[config.mk]
export PLATFORM = sky130hd
export DESIGN_NAME = nand_ecc_engine
export DESIGN_NICKNAME = d
export VERILOG_FILES = /design/src/rtl/nand_ecc_pkg.sv /design/src/rtl/ecc_section_seq.sv /design/src/rtl/ecc_parity_accum.sv /design/src/rtl/ecc_syndrome_decode.sv /design/src/rtl/nand_ecc_engine.sv
export SDC_FILE = /design/constraint.sdc
export NUM_CORES = 1
export LEC_CHECK = 0
export ABC_CLOCK_PERIOD_IN_PS = 15700
export BUFFER_PORTS_ARGS = -buffer_cell sky130_fd_sc_hd__buf_4
export CAP_MARGIN = 25
export CORE_ASPECT_RATIO = 1.5
export CORE_MARGIN = 5
export CORE_UTILIZATION = 50
export CTS_BUF_LIST = sky130_fd_sc_hd__clkbuf_4 sky130_fd_sc_hd__clkbuf_8
export CTS_CLUSTER_DIAMETER = 150
export DETAILED_ROUTE_END_ITERATION = 10
export GPL_TIMING_DRIVEN = 0
export PLACE_DENSITY = 0.71
export SLEW_MARGIN = 20
export SYNTH_ARGS = -nofsm -noshare
export SYNTH_HDL_FRONTEND = slang
export SYNTH_SLANG_ARGS = --single-unit
[constraint.sdc]
create_clock -name clk -period 15.7 [get_ports clk]
set_input_delay 1.57 -clock clk [delete_from_list [all_inputs] [get_ports clk]]
set_output_delay 1.57 -clock clk [all_outputs]
set_load 0.005 [all_outputs]
[src/rtl/nand_ecc_pkg.sv]
// Shared constants and types for the NAND page ECC engine.
// Assumes byte-wide data; the column pair count follows from the byte width.
package nand_ecc_pkg;
    localparam int BYTE_W    = 8;
    localparam int COL_PAIRS = $clog2(BYTE_W);

    typedef enum logic [1:0] {
        ECC_CLEAN     = 2'd0,
        ECC_FIXED     = 2'd1,
        ECC_SIG_FAULT = 2'd2,
        ECC_UNCORR    = 2'd3
    } ecc_status_e;
endpackage

[src/rtl/ecc_section_seq.sv]
// Section sequencer: tracks whether a section is open and which byte offset
// the current byte takes. Assumes SECTION_BYTES is a power of two, at least 2.
module ecc_section_seq #(
    parameter int SECTION_BYTES = 512,
    parameter int ADDR_W        = $clog2(SECTION_BYTES)
) (
    input  logic              clk,
    input  logic              rst_n,
    input  logic              in_valid,
    input  logic              in_sos,
    output logic              take,
    output logic              first,
    output logic              last,
    output logic [ADDR_W-1:0] byte_addr
);
    localparam logic [ADDR_W-1:0] LAST_ADDR = ADDR_W'(SECTION_BYTES - 1);

    logic              open_q;
    logic [ADDR_W-1:0] next_q;

    // Decode the acceptance and the position of the byte on the inputs.
    always_comb begin
        first     = in_valid && in_sos;
        take      = in_valid && (in_sos || open_q);
        byte_addr = in_sos ? '0 : next_q;
        last      = take && (byte_addr == LAST_ADDR);
    end

    // Advance the offset on each accepted byte; close after the last one.
    always_ff @(posedge clk) begin
        if (!rst_n) begin
            open_q <= 1'b0;
            next_q <= '0;
        end else if (take) begin
            if (last) begin
                open_q <= 1'b0;
                next_q <= '0;
            end else begin
                open_q <= 1'b1;
                next_q <= byte_addr + 1'b1;
            end
        end
    end
endmodule

[src/rtl/ecc_parity_accum.sv]
// Parity accumulator: folds each accepted byte into the line-pair and
// column-pair parities. sig_next includes the byte on the inputs, so the
// final signature is available in the cycle of the last byte.
module ecc_parity_accum
    import nand_ecc_pkg::*;
#(
    parameter int ADDR_W = 9,
    parameter int SIG_W  = 2 * (ADDR_W + COL_PAIRS)
) (
    input  logic              clk,
    input  logic              rst_n,
    input  logic              take,
    input  logic              first,
    input  logic [ADDR_W-1:0] byte_addr,
    input  logic [BYTE_W-1:0] data,
    output logic [SIG_W-1:0]  sig_next
);
    localparam int COL_BASE = 2 * ADDR_W;

    logic [SIG_W-1:0] sig_q;
    logic [SIG_W-1:0] contrib;
    logic             byte_par;

    assign byte_par = ^data;

    // Line pairs: the byte parity lands in the odd or even half of each pair.
    for (genvar k = 0; k < ADDR_W; k++) begin : g_line
        assign contrib[2*k]   = byte_par & ~byte_addr[k];
        assign contrib[2*k+1] = byte_par &  byte_addr[k];
    end

    // Column pairs: split the byte's bits by each bit of their index.
    always_comb begin
        contrib[SIG_W-1:COL_BASE] = '0;
        for (int j = 0; j < COL_PAIRS; j++) begin
            for (int b = 0; b < BYTE_W; b++) begin
                if (((b >> j) & 1) == 1)
                    contrib[COL_BASE+2*j+1] = contrib[COL_BASE+2*j+1] ^ data[b];
                else
                    contrib[COL_BASE+2*j]   = contrib[COL_BASE+2*j]   ^ data[b];
            end
        end
    end

    // Restart on a start byte, otherwise extend the running parities.
    always_comb begin
        if (!take)
            sig_next = sig_q;
        else if (first)
            sig_next = contrib;
        else
            sig_next = sig_q ^ contrib;
    end

    // Hold the running parities between accepted bytes.
    always_ff @(posedge clk) begin
        if (!rst_n)
            sig_q <= '0;
        else if (take)
            sig_q <= sig_next;
    end
endmodule

[src/rtl/ecc_syndrome_decode.sv]
// Syndrome decoder: classifies a syndrome as clean, a correctable data bit,
// a damaged signature bit or uncorrectable. Purely combinational.
module ecc_syndrome_decode
    import nand_ecc_pkg::*;
#(
    parameter int ADDR_W = 9,
    parameter int SIG_W  = 2 * (ADDR_W + COL_PAIRS)
) (
    input  logic [SIG_W-1:0]     syndrome,
    output ecc_status_e          status,
    output logic [ADDR_W-1:0]    byte_off,
    output logic [COL_PAIRS-1:0] bit_idx
);
    localparam int NPAIR = ADDR_W + COL_PAIRS;

    logic [NPAIR-1:0]   pair_one;
    logic [NPAIR-1:0]   odd_bits;
    logic [$clog2(SIG_W+1)-1:0] ones;

    // Each pair with exactly one bit set; the odd bit names the location.
    for (genvar p = 0; p < NPAIR; p++) begin : g_pair
        assign pair_one[p] = syndrome[2*p] ^ syndrome[2*p+1];
        assign odd_bits[p] = syndrome[2*p+1];
    end

    // Population count of the syndrome.
    always_comb begin
        ones = '0;
        for (int i = 0; i < SIG_W; i++)
            ones = ones + {{($clog2(SIG_W+1)-1){1'b0}}, syndrome[i]};
    end

    // Pick the class; location fields are only meaningful when corrected.
    always_comb begin
        byte_off = '0;
        bit_idx  = '0;
        if (syndrome == '0) begin
            status = ECC_CLEAN;
        end else if (&pair_one) begin
            status   = ECC_FIXED;
            byte_off = odd_bits[ADDR_W-1:0];
            bit_idx  = odd_bits[NPAIR-1:ADDR_W];
        end else if (ones == 1) begin
            status = ECC_SIG_FAULT;
        end else begin
            status = ECC_UNCORR;
        end
    end
endmodule

[src/rtl/nand_ecc_engine.sv]
// NAND page ECC engine top: streams one section, builds its signature and,
// on a read, classifies the syndrome against the stored signature.
// Assumes in_sos is only raised with in_valid, and stored_sig is valid with
// the final byte of the section.
module nand_ecc_engine
    import nand_ecc_pkg::*;
#(
    parameter  int SECTION_BYTES = 512,
    localparam int ADDR_W        = $clog2(SECTION_BYTES),
    localparam int SIG_W         = 2 * (ADDR_W + COL_PAIRS)
) (
    input  logic                 clk,
    input  logic                 rst_n,
    input  logic                 in_valid,
    input  logic                 in_sos,
    input  logic [BYTE_W-1:0]    in_data,
    input  logic                 mode_read,
    input  logic [SIG_W-1:0]     stored_sig,
    output logic                 res_valid,
    output logic [SIG_W-1:0]     res_sig,
    output logic [1:0]           res_status,
    output logic [ADDR_W-1:0]    res_byte_off,
    output logic [COL_PAIRS-1:0] res_bit_idx
);
    logic                 take, first, last;
    logic [ADDR_W-1:0]    byte_addr;
    logic [SIG_W-1:0]     sig_next;
    logic                 mode_q, mode_eff;
    ecc_status_e          dec_status;
    logic [ADDR_W-1:0]    dec_off;
    logic [COL_PAIRS-1:0] dec_bit;

    ecc_section_seq #(
        .SECTION_BYTES(SECTION_BYTES),
        .ADDR_W       (ADDR_W)
    ) u_seq (
        .clk      (clk),
        .rst_n    (rst_n),
        .in_valid (in_valid),
        .in_sos   (in_sos),
        .take     (take),
        .first    (first),
        .last     (last),
        .byte_addr(byte_addr)
    );

    ecc_parity_accum #(
        .ADDR_W(ADDR_W),
        .SIG_W (SIG_W)
    ) u_acc (
        .clk      (clk),
        .rst_n    (rst_n),
        .take     (take),
        .first    (first),
        .byte_addr(byte_addr),
        .data     (in_data),
        .sig_next (sig_next)
    );

    ecc_syndrome_decode #(
        .ADDR_W(ADDR_W),
        .SIG_W (SIG_W)
    ) u_dec (
        .syndrome(sig_next ^ stored_sig),
        .status  (dec_status),
        .byte_off(dec_off),
        .bit_idx (dec_bit)
    );

    // Direction in force for the byte on the inputs.
    assign mode_eff = first ? mode_read : mode_q;

    // Latch the direction when a section opens.
    always_ff @(posedge clk) begin
        if (!rst_n)
            mode_q <= 1'b0;
        else if (first)
            mode_q <= mode_read;
    end

    // Register the result on the final byte; hold it otherwise.
    always_ff @(posedge clk) begin
        if (!rst_n) begin
            res_valid    <= 1'b0;
            res_sig      <= '0;
            res_status   <= ECC_CLEAN;
            res_byte_off <= '0;
            res_bit_idx  <= '0;
        end else begin
            res_valid <= last;
            if (last) begin
                res_sig <= sig_next;
                if (mode_eff) begin
                    res_status   <= dec_status;
                    res_byte_off <= dec_off;
                    res_bit_idx  <= dec_bit;
                end else begin
                    res_status   <= ECC_CLEAN;
                    res_byte_off <= '0;
                    res_bit_idx  <= '0;
                end
            end
        end
    end
endmodule

* After elaboration in Yosys (flattened, before gate mapping)
Index checks and enable logic that the tools add are counted.
** Word-level totals
- Logic and storage cells :: 116
- Output and inout bits :: 39
- Bits of input ports :: 37
- Flip-flop bits (word level) :: 74
** Operators by class
- Bitwise logic cells :: 58
- Equality and inequality tests :: 2
- Reductions and logical operators :: 7
- Muxes and demuxes :: 16
- Add/sub/neg operators :: 24
** Operators with widths (count)
- $add 5x1->5 :: 22
- $mux 24 :: 2
- $xor 24x24->24 :: 2
- $mux 9 :: 5
- $xor 1x1->1 :: 29
- $logic_not 24->1 :: 1
- $and 1x1->1 :: 18
- $reduce_and 12->1 :: 1
- $add 9x1->9 const B :: 1
- $eq 9x9->1 const B :: 1
- $mux 3 :: 3
- $not 1->1 :: 9
- $reduce_xor 8->1 :: 1
- $mux 2 :: 3
- $eq 5x1->1 const B :: 1
- $logic_and 1x1->1 :: 3
- $mux 1 :: 3
- $add 1x1->2 :: 1
- $logic_or 1x1->1 :: 1

* Longest topological paths before layout
Gate-level depths: netlist of run 1.
- Word-level depth :: 35
- Mapped depth :: 24
- Mapped depth without buffers :: 22

* Modules after synthesis
A second synthesis of run 1 with hierarchy kept.
** Second synthesis, totals
- Cells, all modules :: 533
- Area total of the unflattened synthesis :: 4855.9 um^2
** By module, submodules not included
- nand_ecc_engine :: area an instance 1649.1 um^2, times used 1, cells an instance 139, sequential area each 800.8 um^2
- ecc_parity_accum :: area an instance 1579.0 um^2, times used 1, cells an instance 209, sequential area each 480.5 um^2
- ecc_syndrome_decode :: area an instance 979.7 um^2, times used 1, cells an instance 110, sequential area each 0.0 um^2
- ecc_section_seq :: area an instance 648.1 um^2, times used 1, cells an instance 75, sequential area each 200.2 um^2

* Least setup slack after synthesis of run 1
Ideal clock, no wire load.
- Path type :: in2reg
- From :: input in_data[1]
- To :: register res_status[0]
- Library setup time :: 124 ps
- Buffers on the path :: 1
- Stages on the path :: 22
- Data required time :: 15576 ps
- Slack :: 7855 ps
- Arrival :: 7721 ps
- Path through :: xnor2_1 -> xnor2_1 -> xor2_1 -> buf_6 -> nor4b_1 -> nor3_1 -> xnor2_1 -> ha_1 -> fa_1 -> inv_1 -> fa_1 -> fa_1 -> fa_1 -> inv_1 -> fa_1 -> inv_1 -> fa_1 -> inv_1 -> fa_1 -> or4_1 -> nor4b_1 -> o21ai_0
** On the way
- Cells in the longest elaborated chain, start to end :: 34
- Elaborated cells on any way between the ends :: 73
- Classes of those cells :: 23 x add/sub; 1 x eq/ne; 6 x mux; 40 x bitwise; 3 x reduce/logical
** Ends and longest elaborated chain
- from (decl) :: RTL line nand_ecc_engine.sv:16 : input logic [BYTE_W-1:0] in_data,
- $reduce_xor 8->1 :: RTL line ecc_parity_accum.sv:24 : assign byte_par = ^data;
- $and 1x1->1, on equally long branches :: RTL line ecc_parity_accum.sv:28, ecc_parity_accum.sv:29
- $xor 24x24->24 :: RTL line ecc_parity_accum.sv:52 : sig_next = sig_q ^ contrib;
- $mux 24 (*) :: RTL line ecc_parity_accum.sv:49 : else if (first)
- $mux 24 (*) :: RTL line ecc_parity_accum.sv:47 : if (!take)
- $xor 24x24->24 (*) :: RTL line nand_ecc_engine.sv:64 : .syndrome(sig_next ^ stored_sig),
- $add 1x1->2 :: RTL line ecc_syndrome_decode.sv:30 : ones = ones + {{($clog2(SIG_W+1)-1){1'b0}}, syndrome[i]};
- $add 5x1->5 (22 in series) :: RTL line ecc_syndrome_decode.sv:30
- $eq 5x1->1 :: RTL line ecc_syndrome_decode.sv:43 : end else if (ones == 1) begin
- $mux 1 :: RTL line ecc_syndrome_decode.sv:43
- $mux 2 :: RTL line ecc_syndrome_decode.sv:39 : end else if (&pair_one) begin
- $mux 2 (*) :: RTL line ecc_syndrome_decode.sv:37 : if (syndrome == '0) begin
- $mux 2 (*) :: RTL line nand_ecc_engine.sv:93 : if (mode_eff) begin
- to (signal assigned) :: RTL line nand_ecc_engine.sv:94 : res_status <= dec_status;
- to (decl) :: RTL line nand_ecc_engine.sv:21 : output logic [1:0] res_status,
Mark *: on every way between the ends. The rest lies on a longest branch, timed or not.
A chain may end at the register's enable or synchronous reset.

* Worst setup path in the final report of run 1
- From :: input in_data[3]
- To :: register res_status[0]
The elaborated chain is that of the path after synthesis.

==> impl_metrics.json, run 1 <==
{
  "min_path_cells": 2,
  "crit_family": "adder cells",
  "cts_tree": "done",
  "nets": 700,
  "start_util_pct": 51.23,
  "cp_data_arrival_time_ns": 8.69,
  "firstDrtPassIters": 5,
  "cts_resized": 0,
  "async_reset_ff_share_pct": 0,
  "tightest_slew_ns": 0.6804,
  "cts_buffer_depth": 2,
  "finalHoldViolCount": 0,
  "p_leak_uw": 0.002286,
  "finalSetupViolCount": 0,
  "synth_edf_count": 0,
  "grt_overflow": 0,
  "avgSynthCellArea_um2": 8.425,
  "yosys.area.top_type": "dfxtp_1",
  "dp_hpwl_um": 10770,
  "hold_slack_ns": 0.4596,
  "finClkSkew_ns": 0.008920,
  "drt-total-wl_um": 13740,
  "drv_slew": 0,
  "synth_ff_type": "dfxtp_1",
  "min_period_over_period_pct": 53.87,
  "fillers": 828,
  "status": "finished clean",
  "detail_route.vias_per_cell": 5.678,
  "drt_iter0_drc": 344,
  "syn_inst": 540,
  "ios": 76,
  "dieArea_mm2": 0.01115,
  "rows": 42,
  "cts.root.buffer_cell": "clkbuf_8",
  "synth-seq-cells": 74,
  "cp_slowest_cell": "nor4b_1",
  "cap_violations": 0,
  "design.core.area_mm2": 0.008881,
  "hold_path.class": "flip-flop to flip-flop",
  "htree_levels": 3,
  "synth-warning-count": 0,
  "vias": 4202,
  "cts_hold_buf": 0,
  "layout_common_cells": "buf_4, dfxtp_1, nand2_1",
  "power_density_mw_per_mm2": 164.2,
  "yosys.cell_types.count": 52,
  "slowest_delay_ns": 0.55,
  "cp_cell_sequence": "buf_4 -> xnor2_1 -> xnor2_1 -> xor2_1 -> buf_6 -> nor4b_1 -> nor3_1 -> xnor2_1 -> ha_1 -> fa_1 -> inv_1 -> fa_1 -> fa_1 -> fa_1 -> inv_1 -> fa_1 -> inv_1 -> fa_1 -> inv_1 -> fa_1 -> or4_1 -> nor4b_1 -> o21ai_0",
  "crit_buf_inv": 6,
  "grt_start_max_net_pins": 15,
  "hold_start": "u_seq.next_q[8]",
  "diodes": 0,
  "r2r_slack_ns": 8.62,
  "cts_made_buffers": 9,
  "min_to": "u_seq.next_q[8]",
  "required_ns": 15.93,
  "cts_setup_buffers": 0,
  "ant_nets": 0,
  "syn_to_final_growth_pct": 20.68,
  "setup.worst_path.start_class": "input pin",
  "crit_fanout": 10,
  "cp_common_cell": "fa_1",
  "finalPower_uw": 901.4,
  "drive_above_1_share_pct": 16.83,
  "cts_sinks": 74,
  "cts.clk_slew.worst_paths_ns": 0.08,
  "max_clock_freq_ghz": 0.1182,
  "drc": 0,
  "ir_worst_vdd_v": 0.0001645,
  "insertion_delay_ns": 0.37,
  "r2r_start": "u_seq.open_q",
  "gp_congestion": 0.9119,
  "layout_min_cycle_time_ns": 8.458,
  "grt_pass1_vias": 4213,
  "die_height_um": 126.8,
  "routedWlPerCell_um": 18.57,
  "cp-end-kind": "flip-flop",
  "synth.top_cell.area_share_pct": 32.56,
  "synth_area_leaders": "dfxtp_1, fa_1, xnor2_1",
  "antenna_found_initial": 0,
  "syn-num-nets": 615,
  "setup.worst_path.class": "input pin to flip-flop",
  "pre_cts_slack_ns": 6.873,
  "portBuffers": 74,
  "grt_usage_pct": 25.52,
  "finalSetupTns_ns": 0,
  "rsz0062_at_grt": "no",
  "syn-cell-area_mm2": 0.004549,
  "final.setup.worst_slack_ns": 7.242,
  "r2r_cells": 21,
  "slew_headroom_pct": 54.64,
  "die_w_um": 87.89,
  "grt_pass1_wl_um": 21680,
  "r2r_end": "res_status[0]",
  "synth_seq_area_share_pct": 32.56
}
synth_stat cells, drive strengths merged (2+ instances only):
cell type   n
dfxtp      74
nand2      62
o21ai      39
a21oi      36
nor2       36
xnor2      35
xor2       29
inv        28
clkbuf     27
ha         21
nor3       20
fa         17
nand3      12
a31oi      10
nand2b      9
nand4       9
nand3b      6
nor4        6
o31ai       6
and2        5
nor2b       5
a22o        4
buf         4
or3         4
and3        3
nor4b       3
or4         3
a211oi      2
a21o        2
a22oi       2
a311oi      2
o211ai      2
o21a        2
o22ai       2
o41ai       2
layout make-up:
cell class | count | area (um^2) | area share (%)
Tap cell | 110 | 137.6 | 2.507
Timing Repair Buffer | 74 | 555.5 | 10.12
Sequential cell | 74 | 1481 | 26.98
Clock inverter | 7 | 123.9 | 2.256
Buffer | 31 | 143.9 | 2.621
Inverter | 28 | 105.1 | 1.914
Multi-Input combinational cell | 407 | 2819 | 51.34
Clock buffer | 9 | 123.9 | 2.256
worst max path at each step:
| stage | start | cells after the start | slack (ns) | to |
|---|---|---|---|---|
| 6_report | in_data[3] | 23 | 7.24 | res_status[0] |
| 3_3_place_gp | in_data[5] | 23 | 6.91 | res_status[0] |
| 4_1_cts | in_data[1] | 23 | 7.25 | res_status[0] |
| 2_1_floorplan | in_data[1] | 22 | 7.86 | res_status[0] |
| 3_5_place_dp | in_data[1] | 23 | 6.87 | res_status[0] |
| 5_1_grt | in_data[1] | 23 | 6.94 | res_status[0] |
tightest hold or removal path, cell delays in order (launching register included):
cell and delay (ns):
dfxtp_1 0.32, nand2_1 0.05, a21oi_1 0.05
report_power, final:
part / total (uW) / internal, uW / switching [uW]
combinational: 515 / 226 / 288
sequential: 198 / 193 / 4.65
clock: 189 / 107 / 81.8
per-stage QoR:
stage / cells / instance area (um^2) / util [%]
5_1_grt: 740 / 5490 / 61.82
3_5_place_dp: 724 / 5243 / 59.03
4_1_cts: 740 / 5490 / 61.82
2_1_floorplan: 540 / 4549 / -
3_3_place_gp: 724 / 5243 / 59.03
6_report: 740 / 5490 / 61.82
flip-flops by register name, summed over array words and instances (netlist names):
| signal | count |
|---|---|
| u_acc.sig_q | 24 |
| res_bit_idx | 3 |
| res_byte_off | 9 |
| res_valid | 1 |
| res_status | 2 |
| res_sig | 24 |
| mode_q | 1 |
| u_seq.open_q | 1 |
| u_seq.next_q | 9 |
cells by family (layout without fill, tap and decap cells):
family	count (synthesis)	after routing	share of synthesized area, %
flip-flops	74	74	32.56
AND/OR/NAND/NOR	186	186	19.97
buffers and inverters	59	149	5.473
multiplexers	1	1	0.2200
XOR/XNOR	64	64	12.49
adder cells (fa/ha/maj)	38	38	13.26
AO/OA/AOI/OAI	118	118	16.03
per-layer routing:
layer	vias up	track usage, %	part of all wire (%)	routed length, um
met5	-	0	0	0
met4	0	12.92	4.8	653
met3	44	5.646	5.9	812
met2	159	42.85	50	6910
met1	1966	29.92	39	5364
li1	2033	-	-	-
No activity file was read; power rests on OpenSTA's default activity.
==> run 2: changes to the inputs <==
- ABC_AREA: not set -> 1
- ABC_CLOCK_PERIOD_IN_PS: 15700 -> 8730
- clock period: 15.7 -> 8.73 ns (I/O delays scaled with it)
==> impl_metrics.json, run 2 <==
{
  "status": "finished clean",
  "hold_start": "res_byte_off[1]",
  "layout_commonest_cell": "nand2_1",
  "finalInstanceArea_mm2": 0.005643,
  "ios": 76,
  "hold_path.class": "flip-flop to flip-flop",
  "diodes": 0,
  "max_clock_freq_ghz": 0.1525,
  "pre_cts_slack_ns": 1.811,
  "rows": 43,
  "syn-num-nets": 732,
  "dieArea_mm2": 0.01152,
  "final-seq-area_mm2": 0.001481,
  "drt_iter0_drc": 195,
  "synth.top_cell.area_share_pct": 31.41,
  "cts_sinks": 74,
  "cts_resized": 0,
  "grt_pass1_wl_um": 20540,
  "yosysMostFrequentCell": "nand2_1",
  "cts_hold_buf": 0,
  "cts_buffer_depth": 2,
  "async_reset_ff_share_pct": 0,
  "grt_pass1_vias": 4419,
  "syn_inst": 657,
  "htree_levels": 3,
  "setup.worst_path.class": "input pin to flip-flop",
  "r2r_cells": 24,
  "layout_common_cells": "nand2_1, inv_1, buf_4",
  "avgSynthCellArea_um2": 7.180,
  "firstDrtPassIters": 5,
  "rsz0062_at_grt": "no",
  "ir_worst_vdd_v": 0.0002456,
  "cts.clk_slew.worst_paths_ns": 0.08,
  "cts_tree": "done",
  "cp_data_arrival_time_ns": 6.81,
  "required_ns": 8.99,
  "gp_congestion": 0.8614,
  "multi_input_comb_area_mm2": 0.002766,
  "detail_route.vias_per_cell": 5.211,
  "syn-cell-area_mm2": 0.004717,
  "yosys.area.top_type": "dfxtp_1",
  "power_density_mw_per_mm2": 218.5,
  "layout_min_cycle_time_ns": 6.557,
  "syn_to_final_growth_pct": 19.63,
  "min_path_cells": 2,
  "dp_hpwl_um": 10050,
  "die_w_um": 89.31,
  "insertion_delay_ns": 0.37,
  "drv_slew": 0,
  "min_period_over_period_pct": 75.10,
  "grt_usage_pct": 23.33,
  "cp-end-kind": "flip-flop",
  "place_area_mm2": 0.005413,
  "start_util_pct": 50.97,
  "synth_area_leaders": "dfxtp_1, nand2_1, fa_1",
  "die_height_um": 129.0,
  "finalPower_uw": 1233,
  "r2r_start": "u_seq.open_q",
  "post-route-util_pct": 60.98,
  "synth_ff_type": "dfxtp_1",
  "crit_fanout": 10,
  "synth-seq-cells": 74,
  "antenna_found_initial": 0,
  "finalSetupTns_ns": 0,
  "finalSetupViolCount": 0,
  "synth_edf_count": 0,
  "largest_registers": "res_sig x24, u_acc.sig_q x24",
  "finClkSkew_ns": 0.008918,
  "r2r_end": "res_status[0]",
  "cap_violations": 0,
  "routedWlPerCell_um": 14.84,
  "drive_above_1_share_pct": 22.76,
  "slew_headroom_pct": 58.53,
  "drt-total-wl_um": 12740,
  "synth_seq_area_share_pct": 31.41,
  "fillers": 848,
  "cp_slowest_cell": "fa_1",
  "cp_common_cell": "fa_1",
  "tightest_slew_ns": 0.6220,
  "design.core.area_mm2": 0.009254,
  "r2r_slack_ns": 2.56,
  "cts.root.buffer_cell": "clkbuf_8",
  "grt_overflow": 0,
  "synthTopCellsByCount": "nand2_1, inv_1, dfxtp_1, nand3_1, nor2_1",
  "cts_setup_buffers": 0,
  "synth-warning-count": 0,
  "final.setup.worst_slack_ns": 2.173,
  "nets": 817,
  "portBuffers": 74,
  "grt_start_max_net_pins": 14,
  "yosys.cell_types.count": 37,
  "setup.worst_path.start_class": "input pin",
  "p_leak_uw": 0.002898,
  "vias": 4476,
  "min_to": "res_byte_off[1]",
  "finalHoldViolCount": 0,
  "cts_made_buffers": 9,
  "slowest_delay_ns": 0.54,
  "ant_nets": 0,
  "drc": 0
}
run 2: per-layer routing:
metal	vias to the layer above	global-route usage [%]	share of wire, %
met5	-	0	0
met4	0	11.13	3.7
met3	25	4.805	5.4
met2	130	40.17	51
met1	2089	27.01	40
li1	2232	-	-
run 2: power by group:
group | leakage [uW] | internal (uW) | total, uW | switching [uW]
logic | 0.00219 | 241 | 573 | 332
registers | 0.000599 | 345 | 348 | 3.17
clock network | 0.000114 | 173 | 312 | 139
run 2: stage by stage:
| step | instances | hold slack (ns) |
|---|---|---|
| after global placement | 843 | 0.4396 |
| final | 859 | 0.4565 |
| after floorplan | 657 | 0.4453 |
| after detailed placement | 843 | 0.4440 |
| after global routing | 859 | 0.4786 |
| after CTS | 859 | 0.4593 |
run 2: cell type report:
type	instances	share of cell area (%)
Multi-Input combinational cell	472	49.02
Clock inverter	5	1.508
Tap cell	112	2.483
Sequential cell	74	26.25
Timing Repair Buffer	74	9.845
Inverter	93	6.297
Buffer	18	2.018
Clock buffer	11	2.572
run 2: cell families (layout without fill, tap and decap cells):
logic type / Yosys count / count (layout) / synth area share [%]
and+or+nand+nor: 369 / 369 / 37.00
buffers and inverters: 111 / 201 / 9.947
DFF: 74 / 74 / 31.41
AOI/OAI and AO/OA: 49 / 49 / 5.703
adders and majority gates: 38 / 38 / 12.79
xor gates and xnor gates: 15 / 15 / 2.944
muxes: 1 / 1 / 0.2122
run 2: worst max-delay path by stage:
stage	start	to	cells past startpoint
2_1_floorplan	in_data[1]	res_status[0]	29
3_3_place_gp	in_data[1]	res_status[0]	30
3_5_place_dp	in_data[1]	res_status[0]	30
4_1_cts	in_data[1]	res_status[0]	30
5_1_grt	in_data[5]	res_status[0]	32
6_report	in_data[1]	res_status[0]	30
run 2: worst max-delay path: cells and delay by family:
| kind | cells | cell delay (ns) |
|---|---|---|
| fa+ha+maj | 8 | 3.65 |
| compound gates | 2 | 0.37 |
| buf+inv | 8 | 0.66 |
| simple gates | 12 | 1.28 |
